$ cat src/rtl/ptwalk_pkg.sv
package ptwalk_pkg;
  typedef enum logic [2:0] {
    ST_IDLE  = 3'd0,
    ST_ISSUE = 3'd1,
    ST_WAIT  = 3'd2,
    ST_FILL  = 3'd3,
    ST_FAULT = 3'd4
  } walk_state_t;

  typedef enum logic [1:0] {
    ACC_LOAD  = 2'b00,
    ACC_STORE = 2'b01,
    ACC_FETCH = 2'b10
  } acc_kind_t;

  typedef enum logic [1:0] {
    CAUSE_NONE    = 2'b00,
    CAUSE_ABSENT  = 2'b01,
    CAUSE_PROTECT = 2'b10
  } fault_cause_t;
endpackage

$ cat src/rtl/ptwalk_addr_gen.sv
module ptwalk_addr_gen #(
  parameter int VPN_W   = 26,
  parameter int ADDR_W  = 32,
  parameter int SHIFT_W = 2
) (
  input  logic [ADDR_W-1:0] base,
  input  logic [VPN_W-1:0]  vpn,
  output logic [ADDR_W-1:0] addr
);
  logic [ADDR_W-1:0] offset;

  always_comb begin
    offset = ADDR_W'(vpn) << SHIFT_W;
    addr   = base + offset;
  end
endmodule

$ cat src/rtl/ptwalk_entry_check.sv
module ptwalk_entry_check
  import ptwalk_pkg::*;
#(
  parameter int PFN_W  = 22,
  parameter int WORD_W = 32
) (
  input  logic [WORD_W-1:0] entry,
  input  logic [1:0]        kind,
  output logic              fill_ok,
  output logic [1:0]        cause
);
  localparam int PresentBit = PFN_W;
  localparam int StoreBit   = PFN_W + 1;
  localparam int FetchBit   = PFN_W + 2;

  logic denied;

  always_comb begin
    unique case (kind)
      ACC_STORE: denied = !entry[StoreBit];
      ACC_FETCH: denied = !entry[FetchBit];
      default:   denied = 1'b0;
    endcase
    if (!entry[PresentBit]) begin
      fill_ok = 1'b0;
      cause   = CAUSE_ABSENT;
    end else if (denied) begin
      fill_ok = 1'b0;
      cause   = CAUSE_PROTECT;
    end else begin
      fill_ok = 1'b1;
      cause   = CAUSE_NONE;
    end
  end
endmodule

$ cat src/rtl/ptwalk_fsm.sv
module ptwalk_fsm
  import ptwalk_pkg::*;
(
  input  logic        clk,
  input  logic        rst,
  input  logic        miss_valid,
  input  logic        mem_req_ready,
  input  logic        mem_rsp_valid,
  input  logic        entry_ok,
  output walk_state_t state,
  output logic        accept,
  output logic        take_rsp
);
  walk_state_t nxt;

  always_comb begin
    accept   = (state == ST_IDLE) && miss_valid;
    take_rsp = (state == ST_WAIT) && mem_rsp_valid;
    nxt      = state;
    unique case (state)
      ST_IDLE:  if (miss_valid) nxt = ST_ISSUE;
      ST_ISSUE: if (mem_req_ready) nxt = ST_WAIT;
      ST_WAIT:  if (mem_rsp_valid) nxt = entry_ok ? ST_FILL : ST_FAULT;
      default:  nxt = ST_IDLE;
    endcase
  end

  always_ff @(posedge clk) begin
    if (rst) state <= ST_IDLE;
    else     state <= nxt;
  end
endmodule

$ cat src/rtl/ptwalk_top.sv
module ptwalk_top
  import ptwalk_pkg::*;
#(
  parameter int VPN_W   = 26,
  parameter int PFN_W   = 22,
  parameter int ADDR_W  = 32,
  parameter int WORD_W  = 32,
  parameter int SHIFT_W = 2
) (
  input  logic              clk,
  input  logic              rst,
  input  logic [ADDR_W-1:0] pt_base,
  input  logic              miss_valid,
  input  logic [VPN_W-1:0]  miss_vpn,
  input  logic [1:0]        miss_kind,
  output logic              busy,
  output logic              mem_req_valid,
  input  logic              mem_req_ready,
  output logic [ADDR_W-1:0] mem_req_addr,
  input  logic              mem_rsp_valid,
  input  logic [WORD_W-1:0] mem_rsp_data,
  output logic              fill_valid,
  output logic [VPN_W-1:0]  fill_vpn,
  output logic [PFN_W-1:0]  fill_pfn,
  output logic              fill_store_ok,
  output logic              fill_dirty,
  output logic              fault_valid,
  output logic [VPN_W-1:0]  fault_vpn,
  output logic [1:0]        fault_cause
);
  localparam int StoreBit = PFN_W + 1;
  localparam int DirtyBit = PFN_W + 3;

  walk_state_t       state;
  logic              accept, take_rsp, entry_ok;
  logic [1:0]        entry_cause;
  logic [ADDR_W-1:0] addr_calc;
  logic [VPN_W-1:0]  vpn_q;
  logic [1:0]        kind_q;

  ptwalk_addr_gen #(.VPN_W(VPN_W), .ADDR_W(ADDR_W), .SHIFT_W(SHIFT_W)) i_addr (
    .base(pt_base), .vpn(miss_vpn), .addr(addr_calc)
  );

  ptwalk_entry_check #(.PFN_W(PFN_W), .WORD_W(WORD_W)) i_check (
    .entry(mem_rsp_data), .kind(kind_q), .fill_ok(entry_ok), .cause(entry_cause)
  );

  ptwalk_fsm i_fsm (
    .clk(clk), .rst(rst), .miss_valid(miss_valid), .mem_req_ready(mem_req_ready),
    .mem_rsp_valid(mem_rsp_valid), .entry_ok(entry_ok), .state(state),
    .accept(accept), .take_rsp(take_rsp)
  );

  always_comb begin
    busy          = (state != ST_IDLE);
    mem_req_valid = (state == ST_ISSUE);
    fill_valid    = (state == ST_FILL);
    fault_valid   = (state == ST_FAULT);
    fill_vpn      = vpn_q;
  end

  always_ff @(posedge clk) begin
    if (rst) begin
      vpn_q         <= '0;
      kind_q        <= ACC_LOAD;
      mem_req_addr  <= '0;
      fill_pfn      <= '0;
      fill_store_ok <= 1'b0;
      fill_dirty    <= 1'b0;
      fault_vpn     <= '0;
      fault_cause   <= CAUSE_NONE;
    end else begin
      if (accept) begin
        vpn_q        <= miss_vpn;
        kind_q       <= miss_kind;
        mem_req_addr <= addr_calc;
      end
      if (take_rsp) begin
        if (entry_ok) begin
          fill_pfn      <= mem_rsp_data[PFN_W-1:0];
          fill_store_ok <= mem_rsp_data[StoreBit];
          fill_dirty    <= mem_rsp_data[DirtyBit];
        end else begin
          fault_vpn   <= vpn_q;
          fault_cause <= entry_cause;
        end
      end
    end
  end
endmodule

$ cat config.mk
export PLATFORM = sky130hd
export DESIGN_NAME = ptwalk_top
export DESIGN_NICKNAME = d
export VERILOG_FILES = /design/src/rtl/ptwalk_pkg.sv /design/src/rtl/ptwalk_addr_gen.sv /design/src/rtl/ptwalk_entry_check.sv /design/src/rtl/ptwalk_fsm.sv /design/src/rtl/ptwalk_top.sv
export SDC_FILE = /design/constraint.sdc
export NUM_CORES = 1
export LEC_CHECK = 0
export BUFFER_PORTS_ARGS = -buffer_cell sky130_fd_sc_hd__buf_2
export CAP_MARGIN = 5
export CORE_UTILIZATION = 30
export CTS_CLUSTER_SIZE = 30
export DETAILED_ROUTE_END_ITERATION = 8
export PLACE_DENSITY = 0.55
export SLEW_MARGIN = 10
export SYNTH_ARGS = -nofsm -noshare
export SYNTH_HDL_FRONTEND = slang
export SYNTH_SLANG_ARGS = --single-unit
$ cat constraint.sdc
create_clock -name clk -period 2.76 [get_ports clk]
set_input_delay 0 -clock clk [delete_from_list [all_inputs] [get_ports clk]]
set_output_delay 0 -clock clk [all_outputs]
set_load 0.01 [all_outputs]
# Word-level counts from Yosys, hierarchy flattened
# Index checks and enable logic that the tools add are counted.
# word_totals
reg_bits	115
in_bits	97
output_inout_bits	114
elab_cells	39
# classes
n_addsub	1
n_eq_ne	9
n_mux	10
bitwise_logic	1
reduce_logical	9
# ops
cell	count
adder 32 x 28 -> 32 bit	1
two-way mux 3 bit	4
one-hot mux 3 bit (3 select lines)	1
== test 3 x 2 -> 1 bit (second input constant)	2
two-way mux 2 bit	2
inequality test 2 bit (second input constant)	2
AND reduction 2 bit	2
== test 3 x 1 -> 1 bit (second input constant)	1
== test 3 bit (second input constant)	1
logical NOT 3 bit	1
AND reduction 3 bit	1
nonzero test 3 bit	1
== test 2 x 1 -> 1 bit (second input constant)	1
== test 2 bit (second input constant)	1
logical AND 1 bit	2
logical NOT 1 bit	2
two-way mux 1 bit	2
inequality test 2 x 1 -> 1 bit (second input constant)	1
one-hot mux 1 bit (2 select lines)	1
NOT 1 bit	1

# Depth between registers and ports, before layout
# Gate-level depths: netlist of run 1.
# depth
ltp_word	7
ltp_mapped	11
depth_no_buf	11

# Cells and area by module
# From an unflattened synthesis of run 1, not the netlist that was laid out.
# hier_totals
hier_cells	668
hier_area_um2	6236.0
# modules_own_cells
module	instances	cells_per_inst	area_each_um2	seq_area_each_um2
ptwalk_top	1	434	4563.1	2242.2
ptwalk_addr_gen	1	206	1446.4	0.0
ptwalk_fsm	1	18	158.9	60.1
ptwalk_entry_check	1	10	67.6	0.0

# Worst setup path after synthesis of run 1
# OpenSTA, ideal clock, no wires.
# synth_timing
path_type	input port to flip-flop
startpoint	in pt_base[11]
endpoint	reg mem_req_addr[23]
setup_ns	0.062
t_arrival_ns	2.365
path_slack_ns	0.333
stages	9
path_buffers	0
path_cell_list	ha_1 > a21o_1 > a31o_1 > a221oi_4 > a21oi_2 > a2111o_1 > a31o_1 > or4b_1 > nand3_1
# synth_via
elab_chain_cells	1
# synth_rtl
element	line	source
start: declaration	ptwalk_top.sv:12	input logic [ADDR_W-1:0] pt_base,
adder 32 x 28 -> 32 bit	ptwalk_addr_gen.sv:14	addr = base + offset;
end signal: assignment	ptwalk_top.sv:77	mem_req_addr <= addr_calc;
end: declaration	ptwalk_top.sv:19	output logic [ADDR_W-1:0] mem_req_addr,
# No other way between the ends.
# A chain may end at the register's enable or synchronous reset.

# Worst setup path after layout of run 1
# layout_timing
startpoint	in miss_vpn[6]
endpoint	reg mem_req_addr[23]
# layout_via
elab_chain_cells	1
# layout_rtl
element	line	source
start: declaration	ptwalk_top.sv:14	input logic [VPN_W-1:0] miss_vpn,
adder 32 x 28 -> 32 bit	ptwalk_addr_gen.sv:14	
# No other way between the ends.

==> summary.txt, run 1 <==
Finish
  • Utilization after layout: 0.446
  • Synth-to-Final Area Change: 45.9%
  • Fin nets: 1099
  • Fillers: 1825
  • Area of the multi-input gates: 2990 um^2
  • N_diodes: 0
  • Cell Count, Final, Fillers Out: 1214
  • Sequential cell area: 2300 um^2
  • Ratio of cells with drive above 1 in the final layout: 0.258

Synthesis
  • Post-Syn Area: 5480 um^2
  • Synth cell types: 47
  • Syn Area/Cell: 7.64 um^2
  • Seq/Total Area, Yosys: 0.420
  • Top_reg_cell synth: dfxtp_1
  • Syn_nets: 843
  • YS warnings: 0
  • Syn Inst Count: 717
  • Asr flop ratio synth: 0
  • #FFs+latches synth: 115
  • Number of synthesized flops with an enable pin: 0

Global route
  • Largest net degree at the start of global routing: 75
  • Global route overflow: 0
  • First-pass GRT wire length: 27200 um
  • GR Util All Layers: 0.189
  • Number of global-route vias before repair: 5334
  • Initial antenna violation count: 0

CTS
  • H-tree depth: 4
  • CTS Buffer Depth: 2
  • Worst skew pair latency: 420 ps
  • Post-CTS Repair Setup Buffers: 0
  • TritonCTS buffer count: 17
  • Sink Count: 115
  • Root Driver: clkbuf_16
  • TritonCTS clock tree: built
  • Worst-path clk slew: 60 ps

Critical path
  • R2R setup slack: 690 ps
  • Worst-path fanout max: 6
  • RR Endpoint: mem_req_addr[19]$_SDFFE_PP0P_
  • Req. time, crit path: 3120 ps
  • Reg-to-reg startpoint: i_fsm.state[1]$_SDFFE_PP0P_
  • Crit Path Class: input port to flop
  • Critical Path Source Type: input port
  • R2R depth: 5
  • Critical path arrival: 2990 ps
  • Crit. End Element: flop

Power and ir drop
  • Pleak: 0.00359 uW
  • Power Dens Cells: 626 nW/um^2
  • Peak supply drop: 0.420 mV

Timing
  • Maximum clock rate: 0.379 GHz
  • Hold Slack: 21.3 ps
  • Worst Tran Pin Value: 825 ps
  • Clk_skew: 12.9 ps
  • Tmin final: 2640 ps
  • Final setup TNS: 0 ps
  • Relative slew slack: 0.450
  • Final Hold Viols: 0
  • Final setup viols: 0
  • Max Slew Vio Count: 0
  • Period utilization: 0.955
  • RSZ-0062 raised after global routing: yes

Die
  • Die area: 18800 um^2
  • Die Ht: 137 um
  • Starting Density: 0.306
  • Core Box Area: 17900 um^2
  • Die width: 137 um
  • Boundary Pins: 211
  • Core Rows: 49

Routing
  • Drt first pass iters: 5
  • DR top layer: met4
  • DR WL/cell: 14.7 um
  • Antenna viol nets, final: 0
  • Initial drt markers: 192
  • M1 WL: 7860 um
  • Drt total wl: 17800 um
  • Met3 routed WL: 1390 um
  • Met2 wire len: 8330 um
  • Vias post-DR: 5802
  • Vias per cell: 4.78
  • DRC Markers: 0

Worst hold path
  • Hold depth: 2
  • HP Class: input port to flop
  • Worst Hold Launch: rst
  • Hold Path End: fault_vpn[21]$_SDFFE_PP0P_

Run
  • Max-cap violations: 0

Place
  • Placed instance count: 1121
  • Post-DP HPWL: 12900 um
  • Port bufs: 204
  • GP Congestion: 0.827

Status
  • Outcome: complete, no violations
==> placed cells by master, fill, tap and decap left out, types with 5 or more instances in the layout <==
| cell | instances |
|---|---|
| a211oi_1 | 5 |
| nand3_1 | 9 |
| xnor2_1 | 11 |
| nand2_1 | 222 |
| nand2b_1 | 5 |
| nor3b_1 | 6 |
| nor3_1 | 11 |
| buf_4 | 13 |
| dlygate4sd3_1 | 62 |
| dfxtp_1 | 115 |
| xor2_1 | 6 |
| clkbuf_16 | 17 |
| nor2b_1 | 5 |
| o21ai_0 | 18 |
| inv_1 | 13 |
| ha_1 | 26 |
| nor2_1 | 22 |
| a21o_1 | 15 |
| a21oi_1 | 127 |
| buf_2 | 203 |
==> registers in the layout, indices dropped and copies added (netlist names) <==
| register | flops |
|---|---|
| fault_cause | 2 |
| i_fsm.state | 3 |
| fill_pfn | 22 |
| kind_q | 2 |
| fill_store_ok | 1 |
| fill_dirty | 1 |
| fill_vpn | 26 |
| fault_vpn | 26 |
| mem_req_addr | 32 |
==> layout make-up <==
| class | instances | share of cell area |
|---|---|---|
| Multi-Input combinational cell | 548 | 0.374 |
| Sequential cell | 115 | 0.288 |
| Timing Repair Buffer | 278 | 0.217 |
| Clock buffer | 20 | 0.0571 |
| Tap cell | 229 | 0.0359 |
| Clock inverter | 11 | 0.0221 |
| Inverter | 13 | 0.00611 |
==> per-stage QoR <==
step / area, um^2 / setup WS (ps) / power (uW)
after detailed placement: 6730 / 68.8 / 2610
after global routing: 7990 / -5.65 / 5250
after CTS: 7980 / 39.8 / 5070
final: 7990 / 124 / 5000
after global placement: 6730 / 101 / 2610
after floorplan: 5480 / 333 / 2300
==> worst max-delay path: stages <==
cell and delay (ps):
dlygate4sd3_1 550, buf_2 140, ha_1 340, a21o_1 240
a221oi_4 310, a21oi_2 110, a2111o_1 450, a31o_1 290
or4b_1 470, nand3_1 90
==> power by group <==
| part | switching, uW | internal [uW] |
|---|---|---|
| combinational | 467 | 371 |
| sequential | 56.9 | 1750 |
| clock | 802 | 1560 |
| total | 1330 | 3670 |
==> worst max path at each step <==
| stage | from | to | slack (ps) | cells after the start |
|---|---|---|---|---|
| 6_report | miss_vpn[6] | mem_req_addr[23]$_SDFFE_PP0P_ | 120 | 10 |
| 5_1_grt | miss_vpn[0] | mem_req_addr[30]$_SDFFE_PP0P_ | -6 | 13 |
| 4_1_cts | pt_base[2] | mem_req_addr[30]$_SDFFE_PP0P_ | 40 | 13 |
| 3_5_place_dp | pt_base[11] | mem_req_addr[23]$_SDFFE_PP0P_ | 70 | 10 |
| 3_3_place_gp | pt_base[11] | mem_req_addr[23]$_SDFFE_PP0P_ | 100 | 10 |
| 2_1_floorplan | pt_base[11] | mem_req_addr[23]$_SDFFE_PP0P_ | 330 | 9 |
==> layer usage <==
layer / GRT usage / vias up
met5: 0 / -
met4: 0.0574 / 0
met3: 0.0593 / 17
met2: 0.308 / 192
met1: 0.236 / 2623
li1: - / 2970
==> synthesized netlist by cell type (4+ instances only) <==
| master | n | share of area |
|---|---|---|
| ha_1 | 28 | 0.064 |
| nor2b_1 | 5 | 0.0057 |
| clkbuf_1 | 40 | 0.027 |
| inv_1 | 13 | 0.0089 |
| nor2_1 | 23 | 0.016 |
| a21oi_1 | 128 | 0.12 |
| o211ai_1 | 4 | 0.0055 |
| nand2_1 | 223 | 0.15 |
| a21o_1 | 15 | 0.021 |
| nand3_1 | 9 | 0.0082 |
| o21ai_0 | 19 | 0.017 |
| nor3_1 | 11 | 0.010 |
| nand2b_1 | 5 | 0.0057 |
| a31oi_1 | 4 | 0.0046 |
| a211oi_1 | 5 | 0.0069 |
| nor3b_1 | 6 | 0.0082 |
| xnor2_1 | 11 | 0.018 |
| xor2_1 | 6 | 0.0096 |
| nand4_1 | 4 | 0.0046 |
| dfxtp_1 | 115 | 0.42 |
==> cell families after synthesis <==
| group | after synthesis | synth area share |
|---|---|---|
| AO/OA/AOI/OAI | 194 | 0.205 |
| multiplexers | 2 | 0.00366 |
| buffers and inverters | 54 | 0.0370 |
| AND/OR/NAND/NOR | 306 | 0.239 |
| flip-flops | 115 | 0.420 |
| XOR/XNOR | 17 | 0.0272 |
| adder cells (fa/ha/maj) | 29 | 0.0676 |
==> timing repair <==
item	in CTS	in global routing
endpoints found under the setup margin	0	3
gates resized for setup	0	4
endpoints found under the hold margin	62	0
hold buffers	62	0
No activity file was read; power rests on OpenSTA's default activity.
==> run 2: changes to the inputs <==
--- a/config.mk
+++ b/config.mk
@@ -11,6 +11,7 @@
 export CTS_CLUSTER_SIZE = 30
 export DETAILED_ROUTE_END_ITERATION = 8
 export PLACE_DENSITY = 0.55
+export SETUP_SLACK_MARGIN = 0.15
 export SLEW_MARGIN = 10
 export SYNTH_ARGS = -nofsm -noshare
 export SYNTH_HDL_FRONTEND = slang
==> summary.txt, run 2 (synthesis gave the netlist of run 1 again) <==
Timing
  • Tmin final: 2500 ps (was 2640 ps)
  • Final setup TNS: 0 ps (unchanged)
  • RSZ-0062 raised after global routing: yes (unchanged)
  • Maximum clock rate: 0.400 GHz (was 0.379 GHz)
  • Final Hold Viols: 0 (unchanged)
  • Hold Slack: 19.9 ps (was 21.3 ps)
  • Clk_skew: 12.8 ps (was 12.9 ps)
  • Relative slew slack: 0.455 (was 0.450)
  • Worst Tran Pin Value: 817 ps (was 825 ps)
  • Final setup viols: 0 (unchanged)
  • Period utilization: 0.906 (was 0.955)
  • Max Slew Vio Count: 0 (unchanged)

Global route
  • Largest net degree at the start of global routing: 75 (unchanged)
  • Initial antenna violation count: 0 (unchanged)
  • First-pass GRT wire length: 27200 um (about the same)
  • GR Util All Layers: 0.189 (about the same)
  • Global route overflow: 0 (unchanged)
  • Number of global-route vias before repair: 5336 (was 5334)

Place
  • Post-DP HPWL: 12900 um (unchanged)
  • Port bufs: 204 (unchanged)
  • Placed instance count: 1121 (unchanged)
  • GP Congestion: 0.827 (unchanged)

Critical path
  • Req. time, crit path: 3120 ps (about the same)
  • R2R depth: 6 (was 5)
  • R2R setup slack: 570 ps (was 690 ps)
  • Crit Path Class: input port to flop (unchanged)
  • RR Endpoint: fill_vpn[0]$_SDFFE_PP0P_ (was mem_req_addr[19]$_SDFFE_PP0P_)
  • Worst-path fanout max: 3 (was 6)
  • Reg-to-reg startpoint: i_fsm.state[1]$_SDFFE_PP0P_ (unchanged)
  • Critical path arrival: 2860 ps (was 2990 ps)
  • Crit. End Element: flop (unchanged)
  • Critical Path Source Type: input port (unchanged)

Finish
  • N_diodes: 0 (unchanged)
  • Number of flip-flops in the largest register: 32 (unchanged)
  • Cell Count, Final, Fillers Out: 1215 (was 1214)
  • Most frequent cells in the layout: nand2_1, buf_2, a21oi_1 (unchanged)
  • Ratio of cells with drive above 1 in the final layout: 0.261 (was 0.258)
  • Utilization after layout: 0.448 (was 0.446)
  • Commonest non-fill, non-tap cell in the layout: nand2_1 (unchanged)
  • Synth-to-Final Area Change: 46.5% (was 45.9%)
  • Top reg by flops: mem_req_addr (unchanged)
  • Fin nets: 1100 (was 1099)

Routing
  • Initial drt markers: 195 (was 192)
  • Drt total wl: 17900 um (was 17800 um)
  • DRC Markers: 0 (unchanged)
  • Antenna viol nets, final: 0 (unchanged)
  • Drt first pass iters: 4 (was 5)
  • Vias per cell: 4.79 (was 4.78)
  • Vias post-DR: 5815 (was 5802)
  • DR WL/cell: 14.7 um (about the same)

Power and ir drop
  • Pleak: 0.00360 uW (was 0.00359 uW)
  • Power Dens Cells: 625 nW/um^2 (was 626 nW/um^2)
  • Tot Pwr: 5020 uW (was 5000 uW)
  • Peak supply drop: 0.422 mV (was 0.420 mV)

Worst hold path
  • Hold Path End: fault_vpn[21]$_SDFFE_PP0P_ (unchanged)
  • Hold depth: 2 (unchanged)
  • Worst Hold Launch: rst (unchanged)
  • HP Class: input port to flop (unchanged)

Die
  • Die area: 18800 um^2 (unchanged)
  • Core Rows: 49 (unchanged)
  • Starting Density: 0.306 (unchanged)
  • Die width: 137 um (unchanged)
  • Boundary Pins: 211 (unchanged)
  • Die Ht: 137 um (unchanged)
  • Core Box Area: 17900 um^2 (unchanged)

CTS
  • H-tree depth: 4 (unchanged)
  • Worst skew pair latency: 420 ps (about the same)
  • Root Driver: clkbuf_16 (unchanged)
  • Worst-path clk slew: 60 ps (about the same)
  • TritonCTS buffer count: 17 (unchanged)
  • Sink Count: 115 (unchanged)
  • CTS Buffer Depth: 2 (unchanged)
  • TritonCTS clock tree: built (unchanged)

Status
  • Outcome: complete, no violations (unchanged)

Run
  • Max-cap violations: 0 (unchanged)
==> run 2: cell count changes in the layout (fill, tap and decap cells not counted), sizes merged <==
| cell | before | now |
|---|---|---|
| buf | 216 | 217 |
==> run 2: through the flow <==
step	area (um^2)	setup WS, ps
final	8020	259
after global routing	8020	143
after CTS	7980	168
after detailed placement	6730	68.8
after global placement	6730	101
after floorplan	5480	333
==> run 2: final cells by class <==
cell class / count / area, um^2
Sequential cell: 115 / 2300
Clock buffer: 20 / 457
Clock inverter: 11 / 176
Fill cell: 1831 / 9880
Tap cell: 229 / 287
Multi-Input combinational cell: 548 / 3010
Inverter: 13 / 48.8
Timing Repair Buffer: 279 / 1740
==> run 2: timing repair <==
item / CTS / global route
endpoints found under the hold margin: 62 / 0
setup buffers: 0 / 1
hold buffers: 62 / 0
setup endpoints to repair: 0 / 5
gates resized for setup: 0 / 7
==> run 2: power breakdown <==
part	switching [uW]	total [uW]	internal (uW)
registers	56.6	1800	1750
clock network	807	2370	1560
logic	471	849	378
total	1330	5020	3680
==> run 2: worst max-delay path, cell delays in order <==
cell	delay (ps)
dlygate4sd3_1	520
buf_2	120
inv_1	50
fa_1	410
nand2b_1	200
a21o_1	210
a211o_1	290
a21oi_2	180
a21oi_1	120
o21ai_1	200
or4b_1	460
nand3_1	90
==> run 2: worst max-delay path by stage <==
stage | startpoint | end | slack [ps]
2_1_floorplan | pt_base[11] | mem_req_addr[23]$_SDFFE_PP0P_ | 330
3_3_place_gp | pt_base[11] | mem_req_addr[23]$_SDFFE_PP0P_ | 100
3_5_place_dp | pt_base[11] | mem_req_addr[23]$_SDFFE_PP0P_ | 70
4_1_cts | miss_vpn[1] | mem_req_addr[30]$_SDFFE_PP0P_ | 170
5_1_grt | miss_vpn[1] | mem_req_addr[30]$_SDFFE_PP0P_ | 140
6_report | miss_vpn[1] | mem_req_addr[30]$_SDFFE_PP0P_ | 260
==> run 2: metal layers <==
| metal | vias to the layer above | part of all wire | GRT usage |
|---|---|---|---|
| li1 | 2974 | - | - |
| met3 | 19 | 0.080 | 0.0593 |
| met5 | - | 0 | 0 |
| met1 | 2635 | 0.44 | 0.236 |
| met2 | 187 | 0.47 | 0.309 |
| met4 | 0 | 0.011 | 0.0574 |
==> run 3: changes to the inputs <==
--- a/config.mk
+++ b/config.mk
@@ -7,6 +7,7 @@
 export LEC_CHECK = 0
 export BUFFER_PORTS_ARGS = -buffer_cell sky130_fd_sc_hd__buf_2
 export CAP_MARGIN = 5
+export CORE_MARGIN = 2
 export CORE_UTILIZATION = 30
 export CTS_CLUSTER_SIZE = 30
 export DETAILED_ROUTE_END_ITERATION = 8
==> summary.txt, run 3 (synthesis gave the netlist of run 1 again) <==
Status
  • Outcome: complete, no violations (unchanged)

Routing
  • Met2 wire len: 8480 um (was 8360 um)
  • Drt first pass iters: 4 (unchanged)
  • Vias per cell: 4.77 (was 4.79)
  • Drt total wl: 18200 um (was 17900 um)
  • Vias post-DR: 5818 (was 5815)
  • Antenna viol nets, final: 0 (unchanged)
  • DR WL/cell: 14.9 um (was 14.7 um)
  • DRC Markers: 0 (unchanged)
  • Met3 routed WL: 1230 um (was 1420 um)
  • M1 WL: 8320 um (was 7900 um)
  • DR top layer: met4 (unchanged)
  • Initial drt markers: 246 (was 195)

Worst hold path
  • Hold depth: 4 (was 2)
  • HP Class: input port to flop (unchanged)

Timing
  • Final setup TNS: 0 ps (unchanged)
  • Clk_skew: 11.0 ps (was 12.8 ps)
  • Tmin final: 2500 ps (about the same)
  • Final Hold Viols: 0 (unchanged)
  • Final setup viols: 0 (unchanged)
  • Period utilization: 0.905 (was 0.906)
  • Maximum clock rate: 0.400 GHz (about the same)
  • Relative slew slack: 0.571 (was 0.455)
  • Hold Slack: 62.7 ps (was 19.9 ps)
  • Worst setup margin: 263 ps (was 259 ps)
  • RSZ-0062 raised after global routing: yes (unchanged)
  • Max Slew Vio Count: 0 (unchanged)
  • Worst Tran Pin Value: 641 ps (was 817 ps)

Global route
  • Largest net degree at the start of global routing: 52 (was 75)
  • First-pass GRT wire length: 28800 um (was 27200 um)
  • Initial antenna violation count: 0 (unchanged)
  • Number of global-route vias before repair: 5508 (was 5336)
  • GR Util All Layers: 0.186 (was 0.189)
  • Global route overflow: 0 (unchanged)

Place
  • Post-DP HPWL: 13200 um (was 12900 um)
  • GP Congestion: 0.862 (was 0.827)
  • Placed instance count: 1122 (was 1121)
  • Port bufs: 204 (unchanged)
  • Worst slack, placed: 114 ps (was 68.8 ps)

Finish
  • N_diodes: 0 (unchanged)
  • Most frequent cells in the layout: nand2_1, buf_2, a21oi_1 (unchanged)
  • Commonest non-fill, non-tap cell in the layout: nand2_1 (unchanged)
  • Cell Count, Final, Fillers Out: 1220 (was 1215)
  • Fillers: 1834 (was 1831)
  • Number of flip-flops in the largest register: 32 (unchanged)
  • Ratio of cells with drive above 1 in the final layout: 0.267 (was 0.261)
  • Top reg by flops: mem_req_addr (unchanged)
  • Fin nets: 1104 (was 1100)
  • Synth-to-Final Area Change: 46.2% (was 46.5%)

Critical path
  • RR Endpoint: fill_vpn[0]$_SDFFE_PP0P_ (unchanged)
  • Slowest stage delay, CP: 520 ps (about the same)
  • Slowest cell on the critical path: dlygate4sd3_1 (unchanged)
  • R2R setup slack: 450 ps (was 570 ps)
  • Req. time, crit path: 3110 ps (was 3120 ps)
  • Crit path to: mem_req_addr[30]$_SDFFE_PP0P_ (unchanged)
  • Critical Path Source Type: input port (unchanged)
  • Reg-to-reg startpoint: i_fsm.state[1]$_SDFFE_PP0P_ (unchanged)
  • Crit. End Element: flop (unchanged)
  • Crit Path Class: input port to flop (unchanged)
  • Critical path arrival: 2850 ps (was 2860 ps)
  • Crit path cell chain: dlygate4sd3_1 -> buf_2 -> inv_1 -> fa_1 -> nand2b_1 -> a21o_1 -> a211o_1 -> a21oi_2 -> a21oi_1 -> o21ai_1 -> or4b_1 -> nand3_1 (unchanged)
  • Worst-path fanout max: 3 (unchanged)
  • Setup crit start: miss_vpn[1] (unchanged)
  • R2R depth: 6 (unchanged)

Power and ir drop
  • Tot Pwr: 4800 uW (was 5020 uW)
  • Power Dens Cells: 600 nW/um^2 (was 625 nW/um^2)
  • Logic pwr share: 0.178 (was 0.169)
  • Clock Power Share: 0.446 (was 0.472)
  • Switching share of power: 0.294 (was 0.266)
  • Net switching power: 1410 uW (was 1330 uW)
  • Pleak: 0.00360 uW (about the same)
  • Peak supply drop: 0.396 mV (was 0.422 mV)
  • Flop pwr share: 0.376 (was 0.359)
  • Internal power: 3390 uW (was 3680 uW)

CTS
  • TritonCTS buffer count: 17 (unchanged)
  • TritonCTS clock tree: built (unchanged)
  • H-tree depth: 4 (unchanged)
  • Root Driver: clkbuf_16 (unchanged)
  • Worst skew pair latency: 410 ps (was 420 ps)
  • Worst-path clk slew: 60 ps (about the same)
  • Sink Count: 115 (unchanged)
  • CTS Buffer Depth: 2 (unchanged)

Die
  • Die Ht: 139 um (was 137 um)
  • Core Box Area: 18000 um^2 (was 17900 um^2)
  • Core Rows: 49 (unchanged)
  • Die width: 139 um (was 137 um)
  • Boundary Pins: 211 (unchanged)
  • Starting Density: 0.305 (was 0.306)
  • Die area: 19400 um^2 (was 18800 um^2)

Run
  • Max-cap violations: 0 (unchanged)
## run 3: power by group through the flow
stage | combinational (uW) | clock [uW] | sequential (uW)
after floorplan | 442 | 0 | 1860
after global placement | 769 | 0 | 1840
after detailed placement | 770 | 0 | 1840
after CTS | 847 | 2210 | 1810
after global routing | 949 | 2300 | 1820
final | 855 | 2140 | 1800
## run 3: critical path, delay by kind of cell
family                   cells  cell delay, ps
AO/OA/AOI/OAI                5             990
adder cells (fa/ha/maj)      1             410
buffers and inverters        3             690
AND/OR/NAND/NOR              3             750
## run 3: layout make-up
class / instances / area [um^2] / area share
Tap cell: 229 / 287 / 0.0358
Multi-Input combinational cell: 548 / 3010 / 0.376
Timing Repair Buffer: 283 / 1780 / 0.223
Sequential cell: 115 / 2300 / 0.287
Clock inverter: 15 / 149 / 0.0186
Inverter: 13 / 48.8 / 0.00609
Clock buffer: 17 / 425 / 0.0531
## run 3: through the flow
stage | utilization | cell area, um^2
floorplan | - | 5480
global placement | 0.375 | 6740
detailed placement | 0.375 | 6740
CTS | 0.443 | 7960
global route | 0.446 | 8010
finish | 0.446 | 8010
## run 3: timing repair
action | in CTS | in global routing
hold endpoints to repair | 66 | 0
endpoints found under the setup margin | 0 | 9
hold buffers | 65 | 0
setup buffers | 0 | 1
gates resized for setup | 0 | 13
## run 3: how the worst min path moves through the flow
stage / from / endpoint / slack [ps]
after floorplan: miss_kind[0] / kind_q[0]$_SDFFE_PP0P_ / 140
after global placement: mem_rsp_data[12] / fill_pfn[12]$_SDFFE_PP0P_ / 240
after detailed placement: mem_rsp_data[3] / fill_pfn[3]$_SDFFE_PP0P_ / 250
after CTS: pt_base[3] / mem_req_addr[3]$_SDFFE_PP0P_ / 50
after global routing: pt_base[3] / mem_req_addr[3]$_SDFFE_PP0P_ / 90
final: pt_base[3] / mem_req_addr[3]$_SDFFE_PP0P_ / 60
## run 3: routing by layer
layer	vias up	global-route usage
met4	0	0.0436
met1	2645	0.241
met2	184	0.309
li1	2977	-
met5	-	0
met3	12	0.0508
